<file path="src/rtl/i2c_adec_pkg.sv">
package i2c_adec_pkg;

    typedef enum logic [2:0] {
        ST_IDLE  = 3'd0,
        ST_ADDR  = 3'd1,
        ST_GCALL = 3'd2,
        ST_ACK   = 3'd3,
        ST_SEL   = 3'd4,
        ST_SKIP  = 3'd5
    } state_t;

    typedef enum logic [2:0] {
        CL_OTHER  = 3'd0,
        CL_OWN    = 3'd1,
        CL_GCALL  = 3'd2,
        CL_STBYTE = 3'd3,
        CL_CBUS   = 3'd4,
        CL_HSMC   = 3'd5,
        CL_TENBIT = 3'd6,
        CL_RSVD   = 3'd7
    } cls_t;

    typedef enum logic [1:0] {
        ACT_NONE   = 2'd0,
        ACT_RESET  = 2'd1,
        ACT_RELOAD = 2'd2,
        ACT_MASTER = 2'd3
    } gcact_t;

    localparam int          BYTE_W        = 8;
    localparam int          ADDR_W        = 7;
    localparam logic [7:0]  GCCMD_RESET   = 8'h06;
    localparam logic [7:0]  GCCMD_RELOAD  = 8'h04;

endpackage

</file>
<file path="src/rtl/i2c_adec_events.sv">
module i2c_adec_events (
    input  logic clk,
    input  logic rst_n,
    input  logic scl_i,
    input  logic sda_i,
    output logic scl_rise,
    output logic scl_fall,
    output logic bus_start,
    output logic bus_stop
);
    logic scl_q;
    logic sda_q;

    // Idle bus level is high on both wires.
    always_ff @(posedge clk or negedge rst_n) begin
        if (!rst_n) begin
            scl_q <= 1'b1;
            sda_q <= 1'b1;
        end else begin
            scl_q <= scl_i;
            sda_q <= sda_i;
        end
    end

    assign scl_rise  =  scl_i & ~scl_q;
    assign scl_fall  = ~scl_i &  scl_q;
    assign bus_start =  scl_i &  scl_q &  sda_q & ~sda_i;
    assign bus_stop  =  scl_i &  scl_q & ~sda_q &  sda_i;

endmodule

</file>
<file path="src/rtl/i2c_adec_shifter.sv">
module i2c_adec_shifter #(
    parameter int BITS = 8
) (
    input  logic            clk,
    input  logic            rst_n,
    input  logic            clr,
    input  logic            en,
    input  logic            rise,
    input  logic            din,
    output logic [BITS-1:0] data,
    output logic            full
);
    localparam int CNT_W = $clog2(BITS + 1);

    logic [CNT_W-1:0] cnt_q;

    assign full = (cnt_q == CNT_W'(BITS));

    always_ff @(posedge clk or negedge rst_n) begin
        if (!rst_n) begin
            cnt_q <= '0;
            data  <= '0;
        end else if (clr) begin
            cnt_q <= '0;
        end else if (en && rise && !full) begin
            data  <= {data[BITS-2:0], din};
            cnt_q <= cnt_q + 1'b1;
        end
    end

endmodule

</file>
<file path="src/rtl/i2c_adec_classify.sv">
module i2c_adec_classify
    import i2c_adec_pkg::*;
(
    input  logic [BYTE_W-1:0] byte_i,
    input  logic [ADDR_W-1:0] own_i,
    input  logic              gc_en_i,
    output cls_t              cls,
    output logic              ack
);
    logic [ADDR_W-1:0] adr;
    logic              dir;

    assign adr = byte_i[BYTE_W-1:1];
    assign dir = byte_i[0];

    // Reserved codes take priority over the own-address compare.
    always_comb begin
        if (adr == 7'h00)
            cls = dir ? CL_STBYTE : CL_GCALL;
        else if (adr == 7'h01)
            cls = CL_CBUS;
        else if (adr[6:1] == 6'b000001)
            cls = CL_RSVD;
        else if (adr[6:2] == 5'b00001)
            cls = CL_HSMC;
        else if (adr[6:2] == 5'b11110)
            cls = CL_TENBIT;
        else if (adr[6:2] == 5'b11111)
            cls = CL_RSVD;
        else if (adr == own_i)
            cls = CL_OWN;
        else
            cls = CL_OTHER;
    end

    assign ack = (cls == CL_OWN) || ((cls == CL_GCALL) && gc_en_i);

endmodule

</file>
<file path="src/rtl/i2c_adec.sv">
module i2c_adec
    import i2c_adec_pkg::*;
#(
    parameter int               FIX_W     = 4,
    parameter logic [FIX_W-1:0] FIX_ADDR  = 4'hA,
    parameter logic [6-FIX_W:0] PROG_INIT = '0
) (
    input  logic             clk,
    input  logic             rst_n,
    input  logic             scl_i,
    input  logic             sda_i,
    input  logic             gc_en_i,
    input  logic [6-FIX_W:0] prog_addr_i,
    output logic             sda_low_o,
    output logic             sel_o,
    output logic             rd_o,
    output logic             cls_stb_o,
    output logic [2:0]       cls_o,
    output logic             gc_stb_o,
    output logic             gc_rst_o,
    output logic             mst_stb_o,
    output logic [6:0]       mst_addr_o,
    output logic [6:0]       own_addr_o
);
    localparam int PROG_W = ADDR_W - FIX_W;

    state_t              state_q, state_d;
    state_t              after_q;
    gcact_t              pend_q;
    cls_t                cls_q;
    cls_t                cls_w;
    logic                ack_w;
    logic [PROG_W-1:0]   prog_q;
    logic                scl_rise, scl_fall, bus_start, bus_stop;
    logic [BYTE_W-1:0]   sh_data;
    logic                sh_full;
    logic                shift_en;
    logic                ack_exit;
    logic                byte_end;

    assign own_addr_o = {FIX_ADDR, prog_q};
    assign cls_o      = cls_q;

    i2c_adec_events u_events (
        .clk       (clk),
        .rst_n     (rst_n),
        .scl_i     (scl_i),
        .sda_i     (sda_i),
        .scl_rise  (scl_rise),
        .scl_fall  (scl_fall),
        .bus_start (bus_start),
        .bus_stop  (bus_stop)
    );

    assign shift_en = (state_q == ST_ADDR) || (state_q == ST_GCALL);
    assign byte_end = shift_en && sh_full && scl_fall;
    assign ack_exit = (state_q == ST_ACK) && scl_fall;

    i2c_adec_shifter #(.BITS(BYTE_W)) u_shift (
        .clk   (clk),
        .rst_n (rst_n),
        .clr   (bus_start | ack_exit),
        .en    (shift_en),
        .rise  (scl_rise),
        .din   (sda_i),
        .data  (sh_data),
        .full  (sh_full)
    );

    i2c_adec_classify u_cls (
        .byte_i  (sh_data),
        .own_i   (own_addr_o),
        .gc_en_i (gc_en_i),
        .cls     (cls_w),
        .ack     (ack_w)
    );

    // State register
    always_ff @(posedge clk or negedge rst_n) begin
        if (!rst_n) state_q <= ST_IDLE;
        else        state_q <= state_d;
    end

    // Next-state logic
    always_comb begin
        state_d = state_q;
        if (bus_start) begin
            state_d = ST_ADDR;
        end else if (bus_stop) begin
            state_d = ST_IDLE;
        end else begin
            unique case (state_q)
                ST_IDLE, ST_SEL, ST_SKIP: state_d = state_q;
                ST_ADDR, ST_GCALL:        if (sh_full && scl_fall) state_d = ST_ACK;
                ST_ACK:                   if (scl_fall) state_d = after_q;
                default:                  state_d = ST_IDLE;
            endcase
        end
    end

    // Outputs and decisions
    always_ff @(posedge clk or negedge rst_n) begin
        if (!rst_n) begin
            sda_low_o  <= 1'b0;
            sel_o      <= 1'b0;
            rd_o       <= 1'b0;
            cls_stb_o  <= 1'b0;
            cls_q      <= CL_OTHER;
            gc_stb_o   <= 1'b0;
            gc_rst_o   <= 1'b0;
            mst_stb_o  <= 1'b0;
            mst_addr_o <= '0;
            after_q    <= ST_SKIP;
            pend_q     <= ACT_NONE;
            prog_q     <= PROG_INIT;
        end else begin
            cls_stb_o <= 1'b0;
            gc_stb_o  <= 1'b0;
            gc_rst_o  <= 1'b0;
            mst_stb_o <= 1'b0;
            if (bus_start || bus_stop) begin
                sda_low_o <= 1'b0;
                sel_o     <= 1'b0;
                pend_q    <= ACT_NONE;
            end else if (byte_end && state_q == ST_ADDR) begin
                sda_low_o <= ack_w;
                cls_stb_o <= 1'b1;
                cls_q     <= cls_w;
                pend_q    <= ACT_NONE;
                if (cls_w == CL_OWN) begin
                    sel_o   <= 1'b1;
                    rd_o    <= sh_data[0];
                    after_q <= ST_SEL;
                end else if (ack_w) begin
                    after_q <= ST_GCALL;
                end else begin
                    after_q <= ST_SKIP;
                end
            end else if (byte_end && state_q == ST_GCALL) begin
                sda_low_o <= 1'b1;
                after_q   <= ST_SKIP;
                if (sh_data[0])                  pend_q <= ACT_MASTER;
                else if (sh_data == GCCMD_RESET)  pend_q <= ACT_RESET;
                else if (sh_data == GCCMD_RELOAD) pend_q <= ACT_RELOAD;
                else                              pend_q <= ACT_NONE;
            end else if (ack_exit) begin
                sda_low_o <= 1'b0;
                pend_q    <= ACT_NONE;
                unique case (pend_q)
                    ACT_RESET: begin
                        gc_stb_o <= 1'b1;
                        gc_rst_o <= 1'b1;
                        prog_q   <= prog_addr_i;
                    end
                    ACT_RELOAD: begin
                        gc_stb_o <= 1'b1;
                        prog_q   <= prog_addr_i;
                    end
                    ACT_MASTER: begin
                        mst_stb_o  <= 1'b1;
                        mst_addr_o <= sh_data[BYTE_W-1:1];
                    end
                    default: ;
                endcase
            end
        end
    end

endmodule

</file>
<file path="config.mk">
export PLATFORM = sky130hd
export DESIGN_NAME = i2c_adec
export DESIGN_NICKNAME = d
export VERILOG_FILES = /design/src/rtl/i2c_adec_pkg.sv /design/src/rtl/i2c_adec_events.sv /design/src/rtl/i2c_adec_shifter.sv /design/src/rtl/i2c_adec_classify.sv /design/src/rtl/i2c_adec.sv
export SDC_FILE = /design/constraint.sdc
export NUM_CORES = 1
export LEC_CHECK = 0
export ABC_AREA = 1
export BUFFER_PORTS_ARGS = -buffer_cell sky130_fd_sc_hd__buf_2
export CAP_MARGIN = 40
export CORE_ASPECT_RATIO = 1.2
export CORE_UTILIZATION = 43
export CTS_CLUSTER_DIAMETER = 80
export CTS_CLUSTER_SIZE = 12
export DETAILED_ROUTE_END_ITERATION = 12
export GPL_ROUTABILITY_DRIVEN = 0
export PLACE_DENSITY = 0.66
export SLEW_MARGIN = 10
export SYNTH_ARGS = -nofsm -noshare
export SYNTH_HDL_FRONTEND = slang
export SYNTH_SLANG_ARGS = --single-unit
</file>
<file path="constraint.sdc">
create_clock -name clk -period 1.5 [get_ports clk]
set_input_delay 0.225 -clock clk [delete_from_list [all_inputs] [get_ports clk]]
set_output_delay 0.225 -clock clk [all_outputs]
set_load 0.005 [all_outputs]
</file>
# ---- Word-level counts from Yosys, hierarchy flattened
# Cells that the tools add are included.
dict set report word_totals {
  wordCells 137
  regBits 42
  output_inout_bits 24
}
dict set report op_classes {
  bitwise_logic 16
  mux 50
  reduce_logical 31
  n_addsub 1
  n_eq_ne 22
}
# op n
set ops {}
lappend ops {{$mux 3} 14}
lappend ops {{$mux 1} 26}
lappend ops {{$eq 8x3->1 const B} 2}
lappend ops {{$mux 2} 7}
lappend ops {{$eq 5x5->1 const B} 2}
lappend ops {{$reduce_and 5->1} 2}
lappend ops {{$eq 3x2->1 const B} 3}
lappend ops {{$logic_and 1x1->1} 9}
lappend ops {{$pmux 3 s3} 1}
lappend ops {{$mux 4} 2}
lappend ops {{$ne 4x4->1 const B} 2}
lappend ops {{$not 1->1} 8}
lappend ops {{$reduce_and 2->1} 4}
lappend ops {{$reduce_bool 2->1} 4}
lappend ops {{$and 1x1->1} 7}
lappend ops {{$eq 7x1->1 const B} 1}
lappend ops {{$eq 7x7->1} 1}
lappend ops {{$logic_not 7->1} 1}
lappend ops {{$eq 3x1->1 const B} 2}
lappend ops {{$eq 3x3->1 const B} 2}
lappend ops {{$eq 6x1->1 const B} 1}
lappend ops {{$reduce_and 3->1} 2}
lappend ops {{$eq 5x1->1 const B} 1}
lappend ops {{$add 4x1->4 const B} 1}
lappend ops {{11 further kinds} 15}

# ---- Longest topological paths before layout
# Gate-level depths: netlist of run 1.
dict set report depth {
  depth_word 14
  mapped_depth 11
  depth_no_buf 11
}

# ---- By module
# Synthesis of run 1 repeated with hierarchy kept, for this count alone.
dict set report unflattened {
  cells_unflattened 301
  hier_area_um2 2354.8
}
# module area_per_inst_um2 n_inst cells_per_inst seq_area_each_um2
set by_module_without_submodules {}
lappend by_module_without_submodules {i2c_adec 1416.4 1 165 703.2}
lappend by_module_without_submodules {i2c_adec_shifter 561.8 1 65 300.3}
lappend by_module_without_submodules {i2c_adec_classify 282.8 1 58 0.0}
lappend by_module_without_submodules {i2c_adec_events 93.8 1 13 52.6}

# ---- Least setup slack after synthesis of run 1
# Ideal clock, no wire load.
dict set report synth_path {
  path_kind {register -> register}
  from {register u_shift.cnt_q[0]}
  to {register rd_o}
  path_buffers 0
  arrival_time_ns 1.341
  setup_slack_ns 0.041
  stages_incl_launch_ff 12
  path_cell_list {dfrtp_1 > inv_1 > ha_1 > nand3_2 > nor2_4 > nand2_4 > nor2_4 > inv_2 > nor2_4 > inv_2 > nand2_1 > o21ai_2}
}
dict set report synth_via {
  elab_chain_cells 5
}
# element line
set synth_rtl {}
lappend synth_rtl {{start, declared} i2c_adec_shifter.sv:15} ;# logic [CNT_W-1:0] cnt_q;
lappend synth_rtl {{start signal, assigned} i2c_adec_shifter.sv:27} ;# cnt_q <= cnt_q + 1'b1;
lappend synth_rtl {{$eq 4x4->1} i2c_adec_shifter.sv:17} ;# assign full = (cnt_q == CNT_W'(BITS));
lappend synth_rtl {{$logic_and 1x1->1 (2 in a row)} i2c_adec.sv:56} ;# assign byte_end = shift_en && sh_full && scl_fall;
lappend synth_rtl {{$logic_and 1x1->1} i2c_adec.sv:125} ;# end else if (byte_end && state_q == ST_ADDR) begin
lappend synth_rtl {{$reduce_and 3->1 (no line)} -}
lappend synth_rtl {{end signal, assigned} i2c_adec.sv:132} ;# rd_o <= sh_data[0];
lappend synth_rtl {{end, declared} i2c_adec.sv:16} ;# output logic rd_o,
# No other way between the ends.
# A chain may end at the register's enable or synchronous reset.

# ---- Worst setup path after layout of run 1
# Same ends and word-level chain as after synthesis.

==> summary.txt, run 1 <==
Detailed routing
  – Iteration-0 DRC count of the detailed router: 87
  – Number of detailed-route iterations in the first pass: 4
  – Detailed-route via count: approximately 1,600
  – Via density: roughly 4.7
  – DR DRC count: 0
  – Drt wl/cell: 11.4 um
  – Final ANT Viol Nets: 0
  – Routed WL: around 3900 um

Die
  – Starting density of the core: 0.447
  – FP Rows: 27
  – Die Ht: 77.4 um
  – I/O Pins: 32
  – Area of the core: 4560 um2
  – Die ar.: between 5000 and 6000 um2
  – Die W: between 60 and 70 um

Critical path
  – Critical path startpoint: u_shift.cnt_q[0]$_DFFE_PN0P_
  – Reg-to-reg critical path startpoint: u_shift.cnt_q[0]$_DFFE_PN0P_
  – Reg2reg path depth: 11
  – Kind of critical path: register to register
  – Reg2reg setup slack: about 0.044 ns
  – Crit-path max FO: 5
  – Reg2reg end: rd_o$_DFFE_PN0P_
  – Critical path endpoint category: register
  – Critical Path Sink: rd_o$_DFFE_PN0P_
  – Critical Path Start Type: register
  – Data required, critical path: ~1.7 ns
  – CP arrival: between 1.5 and 2 ns

GRT
  – Antenna violations before repair: 0
  – Global-route wire length before repair: 6520 um
  – Via count of the first global-routing pass: ~1,500
  – Largest net degree at the start of global routing: between 40 and 50
  – Grt ovf: 0
  – Gr usage total: 0.171

Placement
  – Buffers on Ports: 27
  – Dpl hpwl: about 2800 um
  – Setup WS pre-CTS: between 0.015 and 0.02 ns
  – Post-DP Area: about 2300 um2

Pwr
  – Max VDD drop: 0.000667 V
  – Combinational power share: 0.382
  – Seq pwr share: 0.420
  – P_sw: around 1.5 mW
  – Cell area power density: roughly 1500 nW/um2
  – Switching Share: 0.384
  – Internal Pwr Total: 2.34 mW
  – Clock share of power: 0.198
  – Static leakage: about 1.3 nW

Run
  – Max-cap viol count: 0

Final layout
  – Finished Cell Area: about 2500 um2
  – Syn-to-layout area delta: 22.0%
  – Final design utilization: 0.545
  – Commonest cells after routing, fill and taps aside: 49 x nand2_1, 37 x dfrtp_1, 27 x buf_2, 25 x o21ai_0, 23 x inv_1
  – Fill cells: roughly 420
  – Inserted Diodes: 0
  – Commonest non-fill, non-tap cell in the layout: nand2_1
  – Share of cells above drive strength 1: 0.337
  – Final #Nets: between 200 and 300

Status
  – Outcome: completed

Yosys
  – Synthesis Warnings: 0
  – Yosys reg bits: 42
  – Syn Area/Cell: 8.67 um2
  – Post-synthesis async set-or-reset flop share: 1.00
  – Syn Inst Count: 235
  – Ys flop type: dfrtp_1
  – Mapped Area: about 2000 um2
  – Distinct cells, synth: 30
  – Sequential fraction of the synthesis area: 0.518
  – EDFF count, synth: 0

Timing
  – Hold WS: 0.0304 ns
  – Final hold viol count: 0
  – Min Tclk post-route: around 1.5 ns
  – Setup TNS: 0 ns
  – FMAX: about 700 MHz
  – Clock Skews: around 0.0060 ns
  – Setup ws final: ~0.044 ns
  – Max Slew Vio Count: 0
  – RSZ-0062 raised after global routing: yes
  – Final-report setup violation count: 0
  – Final Cycle Share: 0.971

Clocking
  – Clk root buf: clkbuf_8
  – TritonCTS Buffers: 5
  – Clock latency on the worst-skew pair: roughly 0.30 ns
  – CTS tree: built
  – Clock Pin Slew Worst Setup and Hold Paths: 0.08 ns
  – Depth of the CTS H-tree: 2
  – Sink Count: 42
  – CTS max path bufs: 2

Worst hold path
  – Tightest Hold Check Type: primary input to register
  – Min-delay src: sda_i
  – Hold Path Depth: 1
[synthesized netlist by cell type (6+ instances only)]
cell type	count	share of area
nand2_1	52	0.096
dfrtp_1	38	0.47
inv_1	28	0.052
nand3_1	6	0.015
o21ai_0	25	0.061
nor2_1	18	0.033
inv_2	7	0.013
a21oi_1	8	0.020
[repair_timing]
item | CTS | global route
hold buffers | 1 | 0
setup endpoints to repair | 0 | 22
hold endpoints to repair | 38 | 0
buffers inserted | 0 | 5
resized for setup | 0 | 22
[layer usage]
| metal | vias up | part of all wire | GRT usage | routed length (um) |
|---|---|---|---|---|
| met5 | - | 0 | 0 | 0 |
| met4 | 0 | 0.019 | 0.0733 | 74 |
| met3 | 6 | 0.032 | 0.0309 | 124 |
| met2 | 26 | 0.51 | 0.292 | 1970 |
| met1 | 733 | 0.44 | 0.207 | 1690 |
| li1 | 826 | - | - | - |
[registers in the layout (all words and copies together) (netlist names)]
register and flops:
u_events.sda_q 1, mst_addr_o 7, gc_stb_o 1, mst_stb_o 1, sel_o 1, sda_low_o 1
state_q 3, rd_o 1, u_shift.data 8, after_q 3, gc_rst_o 1, cls_o 3
cls_stb_o 1, pend_q 2, u_events.scl_q 1, prog_q 3, u_shift.cnt_q 4
[kinds of logic after synthesis]
| logic type | share of synthesized area |
|---|---|
| simple gates | 0.243 |
| buf+inv | 0.0897 |
| flops | 0.518 |
| other cells | 0.00369 |
| compound gates | 0.120 |
| fa+ha+maj | 0.0246 |
[worst max-delay path, cell delays in order, from the launching register on]
cell and delay, ns:
dfrtp_1 0.39, inv_2 0.09, ha_4 0.14, nand3_4 0.07, nor2_4 0.14, nand2_4 0.06
nor2_4 0.14, inv_4 0.06, nor2_4 0.09, inv_2 0.06, nand2_2 0.06, o21ai_2 0.04
[worst min path at each step]
stage	end	slack [ns]
finish	u_events.sda_q$_DFF_PN1_	0.03
global route	u_events.sda_q$_DFF_PN1_	0.02
CTS	u_events.sda_q$_DFF_PN1_	0.02
detailed placement	mst_addr_o[1]$_DFFE_PN0P_	0.22
global placement	mst_addr_o[1]$_DFFE_PN0P_	0.22
floorplan	after_q[1]$_DFFE_PN0P_	-0.07
[per-stage QoR]
step / total power [mW] / instances
finish: 3.80 / 337
global route: 4.12 / 337
CTS: 3.66 / 332
detailed placement: 2.89 / 323
global placement: 2.87 / 323
floorplan: 2.50 / 237
[area by class of cell]
| cell class | instances | area [um2] | share of cell area |
|---|---|---|---|
| clock inverter | 2 | 12.5 | 0.00504 |
| inverter | 35 | 134 | 0.0539 |
| sequential | 42 | 1060 | 0.425 |
| timing repair buffer | 41 | 259 | 0.104 |
| tap | 58 | 72.6 | 0.0292 |
| clock buffer | 6 | 82.6 | 0.0332 |
| multi-input combinational | 153 | 867 | 0.349 |
[power by group through the flow]
stage / Clock, mW / Combinational, mW / Sequential, mW
global route: 0.823 / 1.67 / 1.63
finish: 0.755 / 1.45 / 1.60
global placement: 0 / 1.26 / 1.61
detailed placement: 0 / 1.28 / 1.61
CTS: 0.782 / 1.29 / 1.59
floorplan: 0 / 0.914 / 1.59
No activity file was read; power rests on OpenSTA's default activity.
==> run 2, diff against run 1 <==
CORE_ASPECT_RATIO = default   (was 1.2)
SLEW_MARGIN = 20   (was 10)
==> run 2 against run 1 <==
  * The run now ends with design-rule violations left
  * Die area about the same
  * Core utilization increased by 0.84 points
  * Wire length increased by 3.8%
  * Cell count decreased by 2.1%
  * Critical path type unchanged
  * Largest power group unchanged
==> summary.txt, run 2 (same netlist as run 1, synthesis figures left out) <==
Critical path
  – Crit-path max FO: 5 (unchanged)
  – CP max-delay cell: dfrtp_1
  – Crit path cell chain: inv_2 > ha_4 > nand3_4 > nor2_4 > nand2_4 > nor2_4 > inv_2 > nor2_4 > inv_2 > nand2_2 > o21ai_2
  – Critical Path Start Type: register
  – Crit-path max cell delay: 0.40 ns (about the same)
  – Critical path endpoint category: register
  – Data required, critical path: 1.69 ns (about the same)
  – CP arrival: 1.64 ns (about the same)
  – Kind of critical path: register to register

Timing
  – Final Cycle Share: 0.968 (-0.00286)
  – Min Tclk post-route: 1.45 ns (-0.00429 ns)
  – FMAX: 689 MHz (+0.30%)
  – Final-report setup violation count: 0 (unchanged)
  – Max Slew Vio Count: 0 (unchanged)
  – Final hold viol count: 0 (unchanged)
  – RSZ-0062 raised after global routing: yes
  – Setup ws final: 0.0480 ns (+0.00429 ns)
  – Clock Skews: 0.00639 ns (+0.000392 ns)

Pwr
  – Total power: 3.82 mW (+0.50%)
  – Switching Share: 0.379 (-0.00459)
  – P_sw: 1.45 mW (-0.70%)
  – Clock share of power: 0.196 (-0.002)
  – Combinational power share: 0.382 (about the same)
  – Seq pwr share: 0.422 (+0.002)
  – Max VDD drop: 0.000715 V (+7.1%)
  – Static leakage: 1.25 nW (-0.54%)
  – Cell area power density: 1560 nW/um2 (+1.6%)
  – Internal Pwr Total: 2.37 mW (+1.2%)

Detailed routing
  – DR DRC count: 8 (+8)
  – Via density: 4.75 (+0.64%)
  – Number of detailed-route iterations in the first pass: 8 (+4)
  – Drt wl/cell: 12.1 um (+6.0%)
  – Iteration-0 DRC count of the detailed router: 147 (+69%)
  – Routed WL: 4000 um (+3.8%)
  – Final ANT Viol Nets: 0 (unchanged)
  – Detailed-route via count: 1,568 (-1.4%)

Status
  – Failing checks: design-rule violations
  – Outcome: finished with violations

GRT
  – Grt ovf: 0 (unchanged)
  – Global-route wire length before repair: 6940 um (+6.5%)
  – Gr usage total: 0.180 (+0.00957)
  – Via count of the first global-routing pass: 1,480 (-3.1%)
  – Largest net degree at the start of global routing: 43 (unchanged)
  – Antenna violations before repair: 0 (unchanged)

Final layout
  – Finished Layout Cells: 330 (-2.1%)
  – Top Registers: u_shift.data: 8 flops, mst_addr_o: 7 flops, u_shift.cnt_q: 4 flops
  – Commonest cells after routing, fill and taps aside: 49 x nand2_1, 36 x dfrtp_1, 27 x buf_2, 24 x o21ai_0, 23 x inv_1
  – Final #Nets: 289 (-0.34%)
  – Inserted Diodes: 0 (unchanged)
  – Syn-to-layout area delta: 20.7%
  – Max FFs per register: 8 (unchanged)
  – Fill cells: 416 (-0.48%)
  – Register area: 1060 um2 (+0.12%)
  – Commonest non-fill, non-tap cell in the layout: nand2_1
  – Multi-input gate area: 861 um2 (-0.72%)
  – Largest reg by FF count: u_shift.data
  – Share of cells above drive strength 1: 0.324 (-0.0132)

Die
  – Die ar.: 5020 um2 (about the same)
  – Die Ht: 70.8 um (-8.5%)
  – FP Rows: 24 (-11%)
  – Area of the core: 4440 um2 (-2.6%)
  – Die W: 70.8 um (+9.2%)
  – Starting density of the core: 0.458 (+0.0117)
  – I/O Pins: 32 (unchanged)

Clocking
  – TritonCTS Buffers: 5 (unchanged)
  – Clock Pin Slew Worst Setup and Hold Paths: 0.08 ns (about the same)
  – CTS max path bufs: 2 (unchanged)
  – Depth of the CTS H-tree: 2 (unchanged)
  – Sink Count: 42 (unchanged)
  – CTS tree: built
  – Clk root buf: clkbuf_8
  – Clock latency on the worst-skew pair: 0.30 ns (about the same)

Placement
  – Dpl hpwl: 2850 um (+0.53%)
  – Placed cells: 317 (-1.9%)
  – Setup WS pre-CTS: -0.0232 ns (-0.0397 ns)
  – Buffers on Ports: 27 (unchanged)

Run
  – Max-cap viol count: 0 (unchanged)

Worst hold path
  – Tightest Hold Check Type: primary input to register
-- run 2: stage by stage --
stage | utilization | TNS, ns | instance area [um2] | hold WS (ns)
global placement | 0.510 | 0 | 2270 | 0.211
CTS | 0.537 | 0 | 2390 | 0.0237
finish | 0.553 | 0 | 2460 | 0.0298
global route | 0.553 | -0.0465 | 2460 | 0.0224
floorplan | - | 0 | 2040 | -0.0706
detailed placement | 0.510 | -0.0232 | 2270 | 0.214
-- run 2: critical path: cells and delay by family, from the launching register on --
kind / cells / cell delay, ns
AO/OA/AOI/OAI: 1 / 0.05
adder cells (fa/ha/maj): 1 / 0.14
buffers and inverters: 3 / 0.23
flip-flops: 1 / 0.40
AND/OR/NAND/NOR: 6 / 0.52
-- run 2: metal layers --
metal	vias to the layer above	GRT usage	part of all wire
met5	-	0	0
met4	0	0.0933	0.025
met3	8	0.0385	0.034
met2	36	0.256	0.43
met1	690	0.259	0.51
li1	834	-	-
-- run 2: final cells by class --
cell class | count | area share
Tap cell | 52 | 0.0265
Timing Repair Buffer | 40 | 0.102
Clock inverter | 1 | 0.00204
Sequential cell | 42 | 0.431
Multi-Input combinational cell | 153 | 0.350
Clock buffer | 7 | 0.0351
Inverter | 35 | 0.0534
-- run 2: final timing paths --
| check | startpoint | to | slack, ns | cells after the start |
|---|---|---|---|---|
| min in group asynchronous | rst_n | mst_addr_o[2]$_DFFE_PN0P_ | 0.43 | 3 |
| setup / recovery | u_shift.cnt_q[0]$_DFFE_PN0P_ | rd_o$_DFFE_PN0P_ | 0.05 | 11 |
| hold reg to reg | after_q[0]$_DFFE_PN1P_ | after_q[0]$_DFFE_PN1P_ | 0.47 | 2 |
| max in group asynchronous | rst_n | after_q[2]$_DFFE_PN1P_ | 0.81 | 3 |
| hold / removal | sda_i | u_events.sda_q$_DFF_PN1_ | 0.03 | 1 |
| setup reg to reg | u_shift.cnt_q[0]$_DFFE_PN0P_ | rd_o$_DFFE_PN0P_ | 0.05 | 11 |
-- run 2: what timing repair did --
action | CTS | global route
endpoints found under the setup margin | 7 | 20
hold endpoints to repair | 38 | 0
buffers inserted | 0 | 4
pin swaps | 3 | 4
gates cloned | 0 | 0
hold buffers | 1 | 0
gates resized for setup | 5 | 16
-- run 2: power by group through the flow --
stage	registers, mW	clock network (mW)	logic, mW
2_1_floorplan	1.59	0	0.914
5_1_grt	1.65	0.817	1.67
3_5_place_dp	1.62	0	1.26
3_3_place_gp	1.61	0	1.24
6_report	1.61	0.750	1.46
4_1_cts	1.61	0.769	1.33
==> run 3, diff against run 2 <==
RECOVER_POWER = 25   (was default)
==> run 3 against run 2 <==
  * Clock-buffer cell count unchanged
  * Die area stayed put
  * Worst setup slack stayed put
  * Cell area decreased by 0.61%
  * Via count increased by 0.32%
  * Cell count stayed put
  * Critical endpoint unchanged
  * Total power decreased by 0.11%
  * The run still ends with design-rule violations left
  * Highest routed layer unchanged
==> summary.txt, run 3 (same netlist as run 1, synthesis figures left out) <==
Pwr
  – Combinational power share: 0.381 (about the same)
  – P_sw: 1.45 mW (about the same)
  – Max VDD drop: 0.000715 V (about the same)
  – Internal Pwr Total: 2.37 mW (-0.20%)
  – Static leakage: 1.24 nW (-0.82%)
  – Cell area power density: 1560 nW/um2 (+0.50%)
  – Switching Share: 0.380 (+0.000541)
  – Seq pwr share: 0.423 (about the same)
  – Clock share of power: 0.196 (about the same)

Timing
  – Worst slew pin tran: between 0.5 and 0.6 ns
  – FMAX: 689 MHz (unchanged)
  – Final hold viol count: 0 (unchanged)
  – Setup TNS: 0 ns (unchanged)
  – RSZ-0062 raised after global routing: yes
  – Min Tclk post-route: 1.45 ns (unchanged)
  – Max Slew Vio Count: 0 (unchanged)
  – Clock Skews: 0.00678 ns (+0.000384 ns)
  – Final Cycle Share: 0.968 (unchanged)
  – Final-report setup violation count: 0 (unchanged)
  – Worst relative slew slack: 0.629

Clocking
  – Sink Count: 42 (unchanged)
  – CTS max path bufs: 2 (unchanged)
  – Clock latency on the worst-skew pair: 0.30 ns (about the same)
  – Clk root buf: clkbuf_8
  – CTS tree: built
  – Clock Pin Slew Worst Setup and Hold Paths: 0.08 ns (about the same)
  – TritonCTS Buffers: 5 (unchanged)
  – Depth of the CTS H-tree: 2 (unchanged)

Die
  – Die ar.: 5020 um2 (unchanged)
  – Die W: 70.8 um (unchanged)
  – Die Ht: 70.8 um (unchanged)
  – Area of the core: 4440 um2 (unchanged)
  – Starting density of the core: 0.458 (unchanged)
  – FP Rows: 24 (unchanged)
  – I/O Pins: 32 (unchanged)

Detailed routing
  – Drt wl/cell: 12.2 um (+0.22%)
  – Number of detailed-route iterations in the first pass: 8 (unchanged)
  – Iteration-0 DRC count of the detailed router: 147 (unchanged)
  – DR DRC count: 8 (unchanged)
  – Final ANT Viol Nets: 0 (unchanged)
  – Routed WL: 4010 um (+0.22%)
  – Via density: 4.77 (+0.32%)
  – Detailed-route via count: 1,573 (+0.32%)

Critical path
  – CP arrival: 1.64 ns (about the same)
  – Kind of critical path: register to register
  – Critical Path Start Type: register
  – Data required, critical path: 1.69 ns (about the same)
  – Crit-path max FO: 5 (unchanged)
  – Critical path endpoint category: register

Status
  – Failing checks: design-rule violations
  – Outcome: finished with violations

Final layout
  – Final #Nets: 289 (unchanged)
  – Share of cells above drive strength 1: 0.317 (-0.00719)
  – Fill cells: 419 (+0.72%)
  – Largest reg by FF count: u_shift.data
  – Syn-to-layout area delta: 20.0%
  – Commonest non-fill, non-tap cell in the layout: nand2_1
  – Max FFs per register: 8 (unchanged)
  – Final design utilization: 0.550 (-0.00338)
  – Commonest cells after routing, fill and taps aside: 49 x nand2_1, 36 x dfrtp_1, 25 x buf_2, 24 x o21ai_0, 23 x inv_1
  – Top Registers: u_shift.data: 8 flops, mst_addr_o: 7 flops, u_shift.cnt_q: 4 flops
  – Inserted Diodes: 0 (unchanged)

GRT
  – Antenna violations before repair: 0 (unchanged)
  – Grt ovf: 0 (unchanged)
  – Via count of the first global-routing pass: 1,480 (unchanged)
  – Largest net degree at the start of global routing: 43 (unchanged)
  – Global-route wire length before repair: 6940 um (unchanged)
  – Gr usage total: 0.180 (unchanged)

Placement
  – Dpl hpwl: 2850 um (unchanged)
  – Buffers on Ports: 27 (unchanged)

Worst hold path
  – Tightest Hold Check Type: primary input to register

Run
  – Max-cap viol count: 0 (unchanged)
run 3: cell type report:
type                       instances  area, um2  share of cell area
sequential                        42       1060               0.433
multi-input combinational        153        861               0.352
timing repair buffer              40        236              0.0968
inverter                          35        131              0.0538
clock buffer                       7       86.3              0.0353
tap                               52       65.1              0.0266
clock inverter                     1       5.00             0.00205
run 3: worst max-delay path: stages (launching register included):
cell     delay (ns)
dfrtp_1        0.40
inv_2          0.09
ha_4           0.14
nand3_4        0.08
nor2_4         0.13
nand2_4        0.07
nor2_4         0.09
inv_2          0.07
nor2_4         0.09
inv_2          0.07
nand2_2        0.06
o21ai_2        0.05
run 3: stage by stage:
stage | setup WS, ns | total power [mW] | hold slack [ns] | cells | cell area (um2)
floorplan | 0.0408 | 2.50 | -0.0706 | 237 | 2040
global placement | 0.0580 | 2.85 | 0.211 | 317 | 2270
detailed placement | -0.0232 | 2.88 | 0.214 | 317 | 2270
CTS | 0.00745 | 3.70 | 0.0237 | 326 | 2390
global route | -0.0249 | 4.13 | 0.0115 | 330 | 2440
finish | 0.0480 | 3.82 | 0.0127 | 330 | 2440
run 3: power by group through the flow:
stage | clock network [mW] | registers (mW) | logic (mW)
4_1_cts | 0.769 | 1.61 | 1.33
5_1_grt | 0.817 | 1.65 | 1.67
2_1_floorplan | 0 | 1.59 | 0.914
3_5_place_dp | 0 | 1.62 | 1.26
3_3_place_gp | 0 | 1.61 | 1.24
6_report | 0.750 | 1.61 | 1.45
run 3: worst paths after layout:
kind,start,to,slack [ns],cells after the start
worst min register to register,after_q[0]$_DFFE_PN1P_,after_q[0]$_DFFE_PN1P_,0.47,2
worst min-delay path,sda_i,u_events.sda_q$_DFF_PN1_,0.01,1
max in group asynchronous,rst_n,state_q[0]$_DFFE_PN0P_,0.52,3
worst max-delay path,u_shift.cnt_q[0]$_DFFE_PN0P_,rd_o$_DFFE_PN0P_,0.05,11
min in group asynchronous,rst_n,prog_q[1]$_DFFE_PN0P_,0.56,3
worst max register to register,u_shift.cnt_q[0]$_DFFE_PN0P_,rd_o$_DFFE_PN0P_,0.05,11
run 3: timing repair:
item                                    in CTS  in global routing
pin swaps                                    3                  4
hold endpoints to repair                    38                  0
setup buffers                                0                  4
hold buffers                                 1                  0
resized for setup                            5                 16
endpoints found under the setup margin       7                 20
run 3: metal layers:
layer / vias up / GRT usage / share of wire / wire, um
met5: - / 0 / 0 / 0
met3: 8 / 0.0385 / 0.034 / 135
met2: 36 / 0.256 / 0.43 / 1710
met1: 694 / 0.259 / 0.51 / 2060
li1: 835 / - / - / -
met4: 0 / 0.0933 / 0.025 / 101
